===== src/rtl/serial_rx_pkg.sv =====
package serial_rx_pkg;

    localparam int DATA_W = 9;
    localparam int OVS    = 16;
    localparam int NB_W   = $clog2(DATA_W + 1);

    typedef enum logic [2:0] {
        RX_IDLE,
        RX_START,
        RX_DATA,
        RX_PAR,
        RX_STOP
    } rx_state_e;

    typedef struct packed {
        logic [DATA_W-1:0] data;
        logic              perr;
        logic              ferr;
    } rx_char_t;

    // Non-linear size code: unused codes fall back to eight bits
    function automatic logic [NB_W-1:0] char_bits(input logic [2:0] code);
        case (code)
            3'd1:    char_bits = NB_W'(9);
            3'd5:    char_bits = NB_W'(5);
            3'd6:    char_bits = NB_W'(6);
            3'd7:    char_bits = NB_W'(7);
            default: char_bits = NB_W'(8);
        endcase
    endfunction

    // High when the data bits plus parity bit disagree with the selected mode
    function automatic logic parity_bad(input logic [DATA_W-1:0] d,
                                        input logic pbit,
                                        input logic odd);
        parity_bad = (^d) ^ pbit ^ odd;
    endfunction

endpackage


===== src/rtl/rx_sampler.sv =====
module rx_sampler
    import serial_rx_pkg::*;
#(
    parameter int OVS_N = OVS
) (
    input  logic       clk,
    input  logic       rst,
    input  logic       en,
    input  logic       tick,
    input  logic       rxd,
    input  logic [2:0] size_code,
    input  logic       par_en,
    input  logic       par_odd,
    output logic       start_pulse,
    output logic       done,
    output rx_char_t   char_o
);

    localparam int CNT_W = $clog2(OVS_N);
    localparam logic [CNT_W-1:0] MID  = CNT_W'(OVS_N / 2 - 1);
    localparam logic [CNT_W-1:0] LAST = CNT_W'(OVS_N - 1);

    rx_state_e          state;
    logic [CNT_W-1:0]   cnt;
    logic [NB_W-1:0]    idx;
    logic [DATA_W-1:0]  shreg;
    logic               pbit;
    logic [NB_W-1:0]    nbits;
    logic               at_sample;

    assign nbits     = char_bits(size_code);
    assign at_sample = (cnt == LAST);

    always_ff @(posedge clk) begin
        if (rst || !en) begin
            state       <= RX_IDLE;
            cnt         <= '0;
            idx         <= '0;
            shreg       <= '0;
            pbit        <= 1'b0;
            start_pulse <= 1'b0;
            done        <= 1'b0;
            char_o      <= '0;
        end else begin
            start_pulse <= 1'b0;
            done        <= 1'b0;
            if (tick) begin
                case (state)
                    RX_IDLE: begin
                        cnt <= '0;
                        if (!rxd) state <= RX_START;
                    end
                    RX_START: begin
                        if (cnt == MID) begin
                            cnt <= '0;
                            if (!rxd) begin
                                state       <= RX_DATA;
                                start_pulse <= 1'b1;
                                shreg       <= '0;
                                idx         <= '0;
                            end else begin
                                state <= RX_IDLE;
                            end
                        end else begin
                            cnt <= cnt + 1'b1;
                        end
                    end
                    RX_DATA: begin
                        if (at_sample) begin
                            cnt        <= '0;
                            shreg[idx] <= rxd;
                            idx        <= idx + 1'b1;
                            if (idx == nbits - 1'b1)
                                state <= par_en ? RX_PAR : RX_STOP;
                        end else begin
                            cnt <= cnt + 1'b1;
                        end
                    end
                    RX_PAR: begin
                        if (at_sample) begin
                            cnt   <= '0;
                            pbit  <= rxd;
                            state <= RX_STOP;
                        end else begin
                            cnt <= cnt + 1'b1;
                        end
                    end
                    RX_STOP: begin
                        if (at_sample) begin
                            cnt         <= '0;
                            done        <= 1'b1;
                            char_o.data <= shreg;
                            char_o.perr <= par_en && parity_bad(shreg, pbit, par_odd);
                            char_o.ferr <= !rxd;
                            state       <= RX_IDLE;
                        end else begin
                            cnt <= cnt + 1'b1;
                        end
                    end
                    default: state <= RX_IDLE;
                endcase
            end
        end
    end

endmodule


===== src/rtl/rx_buf.sv =====
module rx_buf #(
    parameter int W     = 9,
    parameter int DEPTH = 2
) (
    input  logic         clk,
    input  logic         rst,
    input  logic         flush,
    input  logic         push,
    input  logic [W-1:0] wdata,
    input  logic         pop,
    output logic [W-1:0] rdata,
    output logic         valid,
    output logic         full
);

    localparam int PTR_W = (DEPTH > 1) ? $clog2(DEPTH) : 1;
    localparam int CNT_W = $clog2(DEPTH + 1);
    localparam logic [PTR_W-1:0] PTR_LAST = PTR_W'(DEPTH - 1);

    logic [W-1:0]     mem [DEPTH];
    logic [PTR_W-1:0] wp, rp;
    logic [CNT_W-1:0] count;
    logic             do_push, do_pop;

    assign valid   = (count != '0);
    assign full    = (count == CNT_W'(DEPTH));
    assign do_push = push && !full;
    assign do_pop  = pop && valid;
    assign rdata   = mem[rp];

    always_ff @(posedge clk) begin
        if (rst || flush) begin
            wp    <= '0;
            rp    <= '0;
            count <= '0;
        end else begin
            if (do_push) wp <= (wp == PTR_LAST) ? '0 : wp + 1'b1;
            if (do_pop)  rp <= (rp == PTR_LAST) ? '0 : rp + 1'b1;
            count <= count + CNT_W'(do_push) - CNT_W'(do_pop);
        end
    end

    for (genvar i = 0; i < DEPTH; i++) begin : g_slot
        always_ff @(posedge clk) begin
            if (rst)
                mem[i] <= '0;
            else if (do_push && !flush && wp == PTR_W'(i))
                mem[i] <= wdata;
        end
    end

endmodule


===== src/rtl/rx_status.sv =====
module rx_status #(
    parameter int NFLAG = 3
) (
    input  logic             clk,
    input  logic             rst,
    input  logic             en,
    input  logic             clr,
    input  logic [NFLAG-1:0] set,
    output logic [NFLAG-1:0] flags
);

    for (genvar i = 0; i < NFLAG; i++) begin : g_flag
        always_ff @(posedge clk) begin
            if (rst || !en)
                flags[i] <= 1'b0;
            else if (set[i])
                flags[i] <= 1'b1;
            else if (clr)
                flags[i] <= 1'b0;
        end
    end

endmodule


===== src/rtl/serial_rx.sv =====
module serial_rx
    import serial_rx_pkg::*;
#(
    parameter int BUF_DEPTH = 2
) (
    input  logic              clk,
    input  logic              rst,
    input  logic              rx_en,
    input  logic              os_tick,
    input  logic              rxd,
    input  logic [2:0]        char_size,
    input  logic              par_en,
    input  logic              par_odd,
    input  logic              sof_en,
    input  logic              ie_start,
    input  logic              ie_done,
    input  logic              clr_status,
    output logic [DATA_W-1:0] rd_data,
    output logic              rd_valid,
    input  logic              rd_ready,
    output logic              err_frame,
    output logic              err_parity,
    output logic              err_overrun,
    output logic              start_pulse,
    output logic              wake
);

    rx_char_t   ch;
    logic       done;
    logic       buf_full;
    logic [2:0] flag_set, flag_q;

    rx_sampler #(.OVS_N(OVS)) u_samp (
        .clk        (clk),
        .rst        (rst),
        .en         (rx_en),
        .tick       (os_tick),
        .rxd        (rxd),
        .size_code  (char_size),
        .par_en     (par_en),
        .par_odd    (par_odd),
        .start_pulse(start_pulse),
        .done       (done),
        .char_o     (ch)
    );

    rx_buf #(.W(DATA_W), .DEPTH(BUF_DEPTH)) u_buf (
        .clk  (clk),
        .rst  (rst),
        .flush(!rx_en),
        .push (done),
        .wdata(ch.data),
        .pop  (rd_ready),
        .rdata(rd_data),
        .valid(rd_valid),
        .full (buf_full)
    );

    assign flag_set = {done && buf_full, done && ch.perr, done && ch.ferr};

    rx_status #(.NFLAG(3)) u_stat (
        .clk  (clk),
        .rst  (rst),
        .en   (rx_en),
        .clr  (clr_status),
        .set  (flag_set),
        .flags(flag_q)
    );

    assign err_frame   = flag_q[0];
    assign err_parity  = flag_q[1];
    assign err_overrun = flag_q[2];

    assign wake = sof_en && ((ie_start && start_pulse) || (ie_done && done));

endmodule


===== config.mk =====
export PLATFORM = sky130hd
export DESIGN_NAME = serial_rx
export DESIGN_NICKNAME = d
export VERILOG_FILES = /design/src/rtl/serial_rx_pkg.sv /design/src/rtl/rx_sampler.sv /design/src/rtl/rx_buf.sv /design/src/rtl/rx_status.sv /design/src/rtl/serial_rx.sv
export SDC_FILE = /design/constraint.sdc
export NUM_CORES = 1
export LEC_CHECK = 0
export BUFFER_PORTS_ARGS = -buffer_cell sky130_fd_sc_hd__buf_4
export CORE_MARGIN = 5
export CORE_UTILIZATION = 44
export DETAILED_ROUTE_END_ITERATION = 8
export SLEW_MARGIN = 25
export SYNTH_ARGS = -nofsm -noshare
export SYNTH_HDL_FRONTEND = slang
export SYNTH_SLANG_ARGS = --single-unit

===== constraint.sdc =====
create_clock -name clk -period 2.38 [get_ports clk]
set_input_delay 0.119 -clock clk [delete_from_list [all_inputs] [get_ports clk]]
set_output_delay 0.119 -clock clk [all_outputs]
set_load 0.005 [all_outputs]

==> reports/metrics.cfg <==
[run_status]
outcome = finished clean

[synth]
syn_area_um2 = 2920
synthArstFlopShare_pct = 0
synth_ff_type = dfxtp_1
syn_inst = 304
ys_ff_latch = 60
ys_seq_area_share_pct = 47.2
avgSynthCellArea_um2 = 9.62
synth_edf_count = 18
synth.distinct_cells = 43
synth_warnings = 0
syn_nets = 326

[clock_network]
cts_tree = done
root_buffer = clkbuf_8
post_cts_resized = 0
cts_max_path_buffers = 2
clkTransAtPathRegs_ns = 0.07
htree_levels = 3
worstSkewPairLatency_ns = 0.33
postCtsSetupBuffers = 0
cts.sinks = 60
cts-hold-fix-buffers = 0
numCtsBuffers = 9

[power_and_ir_drop]
switching_share_pct = 23.2
p_per_area_nw_per_um2 = 611
irDropWorstVdd_mv = 0.359
p_int_uw = 1600
pwr-share-clk_pct = 43.7
netSwitchingPower_uw = 485
power_frac_comb_pct = 5.0
p_leak_uw = 0.00138
power.share.sequential_pct = 51.4

[timing]
relSlewSlack_pct = 64.1
tightest_slew_ns = 0.538
setup_ws_ns = 0.443
report.final.setup_viol = 0
finalHoldViolCount = 0
fin_crit_sh_pct = 81.4
maxSlewViolCount = 0
fmax_mhz = 516
fin_crit_ns = 1.94
rsz0062_at_grt = no
fin_tns_setup_ns = 0
finClkSkew_ns = 0.00590

[critical_path]
r2r_cells = 6
critPathArrivalTime_ns = 2.20
path_cells = ha_1 > and2_1 > a221o_1 > nand3_1 > nand2_1 > nor2_1
worst-path-buf-inv = 0
cpLargestDelayFamily = simple AND/OR/NAND/NOR gates
reg2reg_to = u_samp.idx[2]$_SDFFE_PP0P_
timing.rr.start = u_samp.cnt[0]$_SDFFE_PP0P_
path_class = reg2reg
critPathLaunchType = flip-flop
cp.required_ns = 2.64
crit_path_top_delay_cell = a221o_1
crit_fanout = 15
endpoint_kind = flip-flop
r2r_slack_ns = 0.44
worst_path_largest_cell_delay_ns = 0.51

[place]
portBuffers = 29
placedInstanceArea_um2 = 3210
place_ws_ns = 0.457
placed_cells = 400
globalplace.congestion = 0.796
dp_hpwl_um = 4010

[cells_and_area]
area_growth_syn_to_layout_pct = 16.7
fill_cells = 625
multi_input_area_um2 = 1430
final_layout_size_suffix_gt1_share_pct = 18.6
antenna_cells = 0
design_area_um2 = 3410
fin_nets = 356
final-seq-area_um2 = 1380
layout.cells.non_filler = 416

[drt]
drtAntennaViolNets = 0
drtIter0Drc = 101
drt_wl_total_um = 5550
vias = 2117
routedWlPerCell_um = 13.3
routed_via_density = 5.09
first_pass_iters = 4
drcViolationCount = 0

[global_route]
grt_pass1_vias = 2125
grt_pass1_wl_um = 9930
gr-usage-all-layers_pct = 14.7
grt.met2_usage_pct = 23.7
grt_max_degree = 21
busiest_layer = met2
antenna_found_initial = 0
grt_overflow = 0
grt_use_met3_pct = 4.46
use_met1_pct = 18.1

[floorplan]
ios = 30
fp-row-count = 29
dieWidth_um = 91.5
core-area_um2 = 6420
dieArea_um2 = 8380
die_h_um = 91.5
initial_core_util_pct = 45.5

[worst_hold_path]
hold_end = u_samp.cnt[2]$_SDFFE_PP0P_
hold_start = os_tick
whs_path_depth = 2
hp-class = in2reg

[flow_run]
max_cap_violations = 0

-- metal layers --
| metal | share of wire (%) | routed length (um) |
|---|---|---|
| met5 | 0 | 0 |
| met4 | 0.76 | 42 |
| met3 | 3.0 | 167 |
| met2 | 48 | 2680 |
| met1 | 48 | 2660 |
-- through the flow --
step | util (%) | hold slack (ns) | power, uW
2_1_floorplan | - | 0.216 | 1150
3_3_place_gp | 50.0 | 0.369 | 1200
3_5_place_dp | 50.0 | 0.372 | 1200
4_1_cts | 53.1 | 0.0114 | 2120
5_1_grt | 53.1 | 0.0267 | 2180
6_report | 53.1 | 0.0301 | 2090
-- cells in the final DEF (no fill, tap or decap), types with 2 or more instances in the layout --
cell type and instances:
a22oi_1 3, edfxtp_1 18, nand3_1 8, clkinvlp_4 2, xor2_1 5, buf_4 35
nor3_1 7, clkbuf_8 9, a21oi_1 10, nand2_1 15, or3_1 2, ha_1 7
nor2b_1 4, and3_1 2, a21boi_0 2, inv_1 11, nor2_1 44, o21ai_0 5
a31oi_1 2, nand2b_1 9, mux2_2 9, nand4_1 14, or4_1 2, clkinv_4 2
mux2i_1 20, nand3b_1 2, xnor2_1 10, and2_1 21, dfxtp_1 42
-- registers in the layout (all words and copies together) (netlist names), named ones only --
signal and count:
u_stat.flags 3, u_samp.char_o 11, u_buf.count 2, u_buf.mem 18
u_samp.done 1, u_samp.idx 4, u_samp.state 3, u_buf.rp 1
u_samp.pbit 1, u_buf.wp 1, u_samp.shreg 9, u_samp.start_pulse 1
u_samp.cnt 4
-- area by class of cell --
type | count | area share, %
clock buffer | 9 | 3.63
clock inverter | 7 | 2.24
inverter | 11 | 1.21
multi-input combinational | 217 | 41.9
sequential | 60 | 40.5
tap | 77 | 2.82
timing repair buffer | 35 | 7.70
-- synth_stat cells, drive strengths merged, types with 2 or more instances --
cell / number / share of area (%)
nand3: 9 / 1.7
clkbuf: 9 / 1.2
ha: 7 / 3.0
edfxtp: 18 / 18
xnor2: 10 / 3.0
a21oi: 10 / 1.7
a31oi: 2 / 0.43
nor2: 44 / 5.6
mux2: 9 / 3.5
mux2i: 20 / 6.8
nand3b: 2 / 0.51
xor2: 5 / 1.5
nor2b: 4 / 0.86
a22oi: 3 / 0.77
a21boi: 2 / 0.51
buf: 7 / 1.2
inv: 11 / 1.4
nand4: 14 / 3.0
nand2b: 9 / 1.9
and3: 2 / 0.43
or4: 2 / 0.51
dfxtp: 42 / 29
nor3: 7 / 1.2
nand2: 15 / 1.9
and2: 21 / 4.5
or3: 2 / 0.43
o21ai: 5 / 0.86
-- power groups by stage --
stage	combinational (uW)	sequential, uW	clock (uW)
2_1_floorplan	56.7	1090	0
5_1_grt	114	1070	988
4_1_cts	105	1070	944
3_3_place_gp	103	1090	0
6_report	103	1070	911
3_5_place_dp	105	1100	0
-- worst max-delay path by stage --
stage | startpoint | to | slack [ns] | depth (start not counted)
2_1_floorplan | u_samp.cnt[0]$_SDFFE_PP0P_ | u_samp.char_o[1]$_SDFFE_PP0P_ | 0.60 | 6
4_1_cts | u_samp.cnt[0]$_SDFFE_PP0P_ | u_samp.idx[2]$_SDFFE_PP0P_ | 0.43 | 6
3_3_place_gp | u_samp.cnt[0]$_SDFFE_PP0P_ | u_samp.idx[3]$_SDFFE_PP0P_ | 0.52 | 6
3_5_place_dp | u_samp.cnt[0]$_SDFFE_PP0P_ | u_samp.idx[3]$_SDFFE_PP0P_ | 0.46 | 6
5_1_grt | u_samp.state[1]$_SDFFE_PP0P_ | u_samp.idx[2]$_SDFFE_PP0P_ | 0.27 | 5
6_report | u_samp.cnt[0]$_SDFFE_PP0P_ | u_samp.idx[2]$_SDFFE_PP0P_ | 0.44 | 6
-- kinds of logic after synthesis --
| logic type | Yosys count | synth area share [%] |
|---|---|---|
| XOR/XNOR | 16 | 5.26 |
| flip-flops | 60 | 47.2 |
| multiplexers | 29 | 10.3 |
| AO/OA/AOI/OAI | 30 | 6.63 |
| AND/OR/NAND/NOR | 134 | 23.4 |
| adder cells (fa/ha/maj) | 8 | 3.34 |
| buffers and inverters | 27 | 3.81 |
Note: power is estimated with default switching activity, not from simulation.
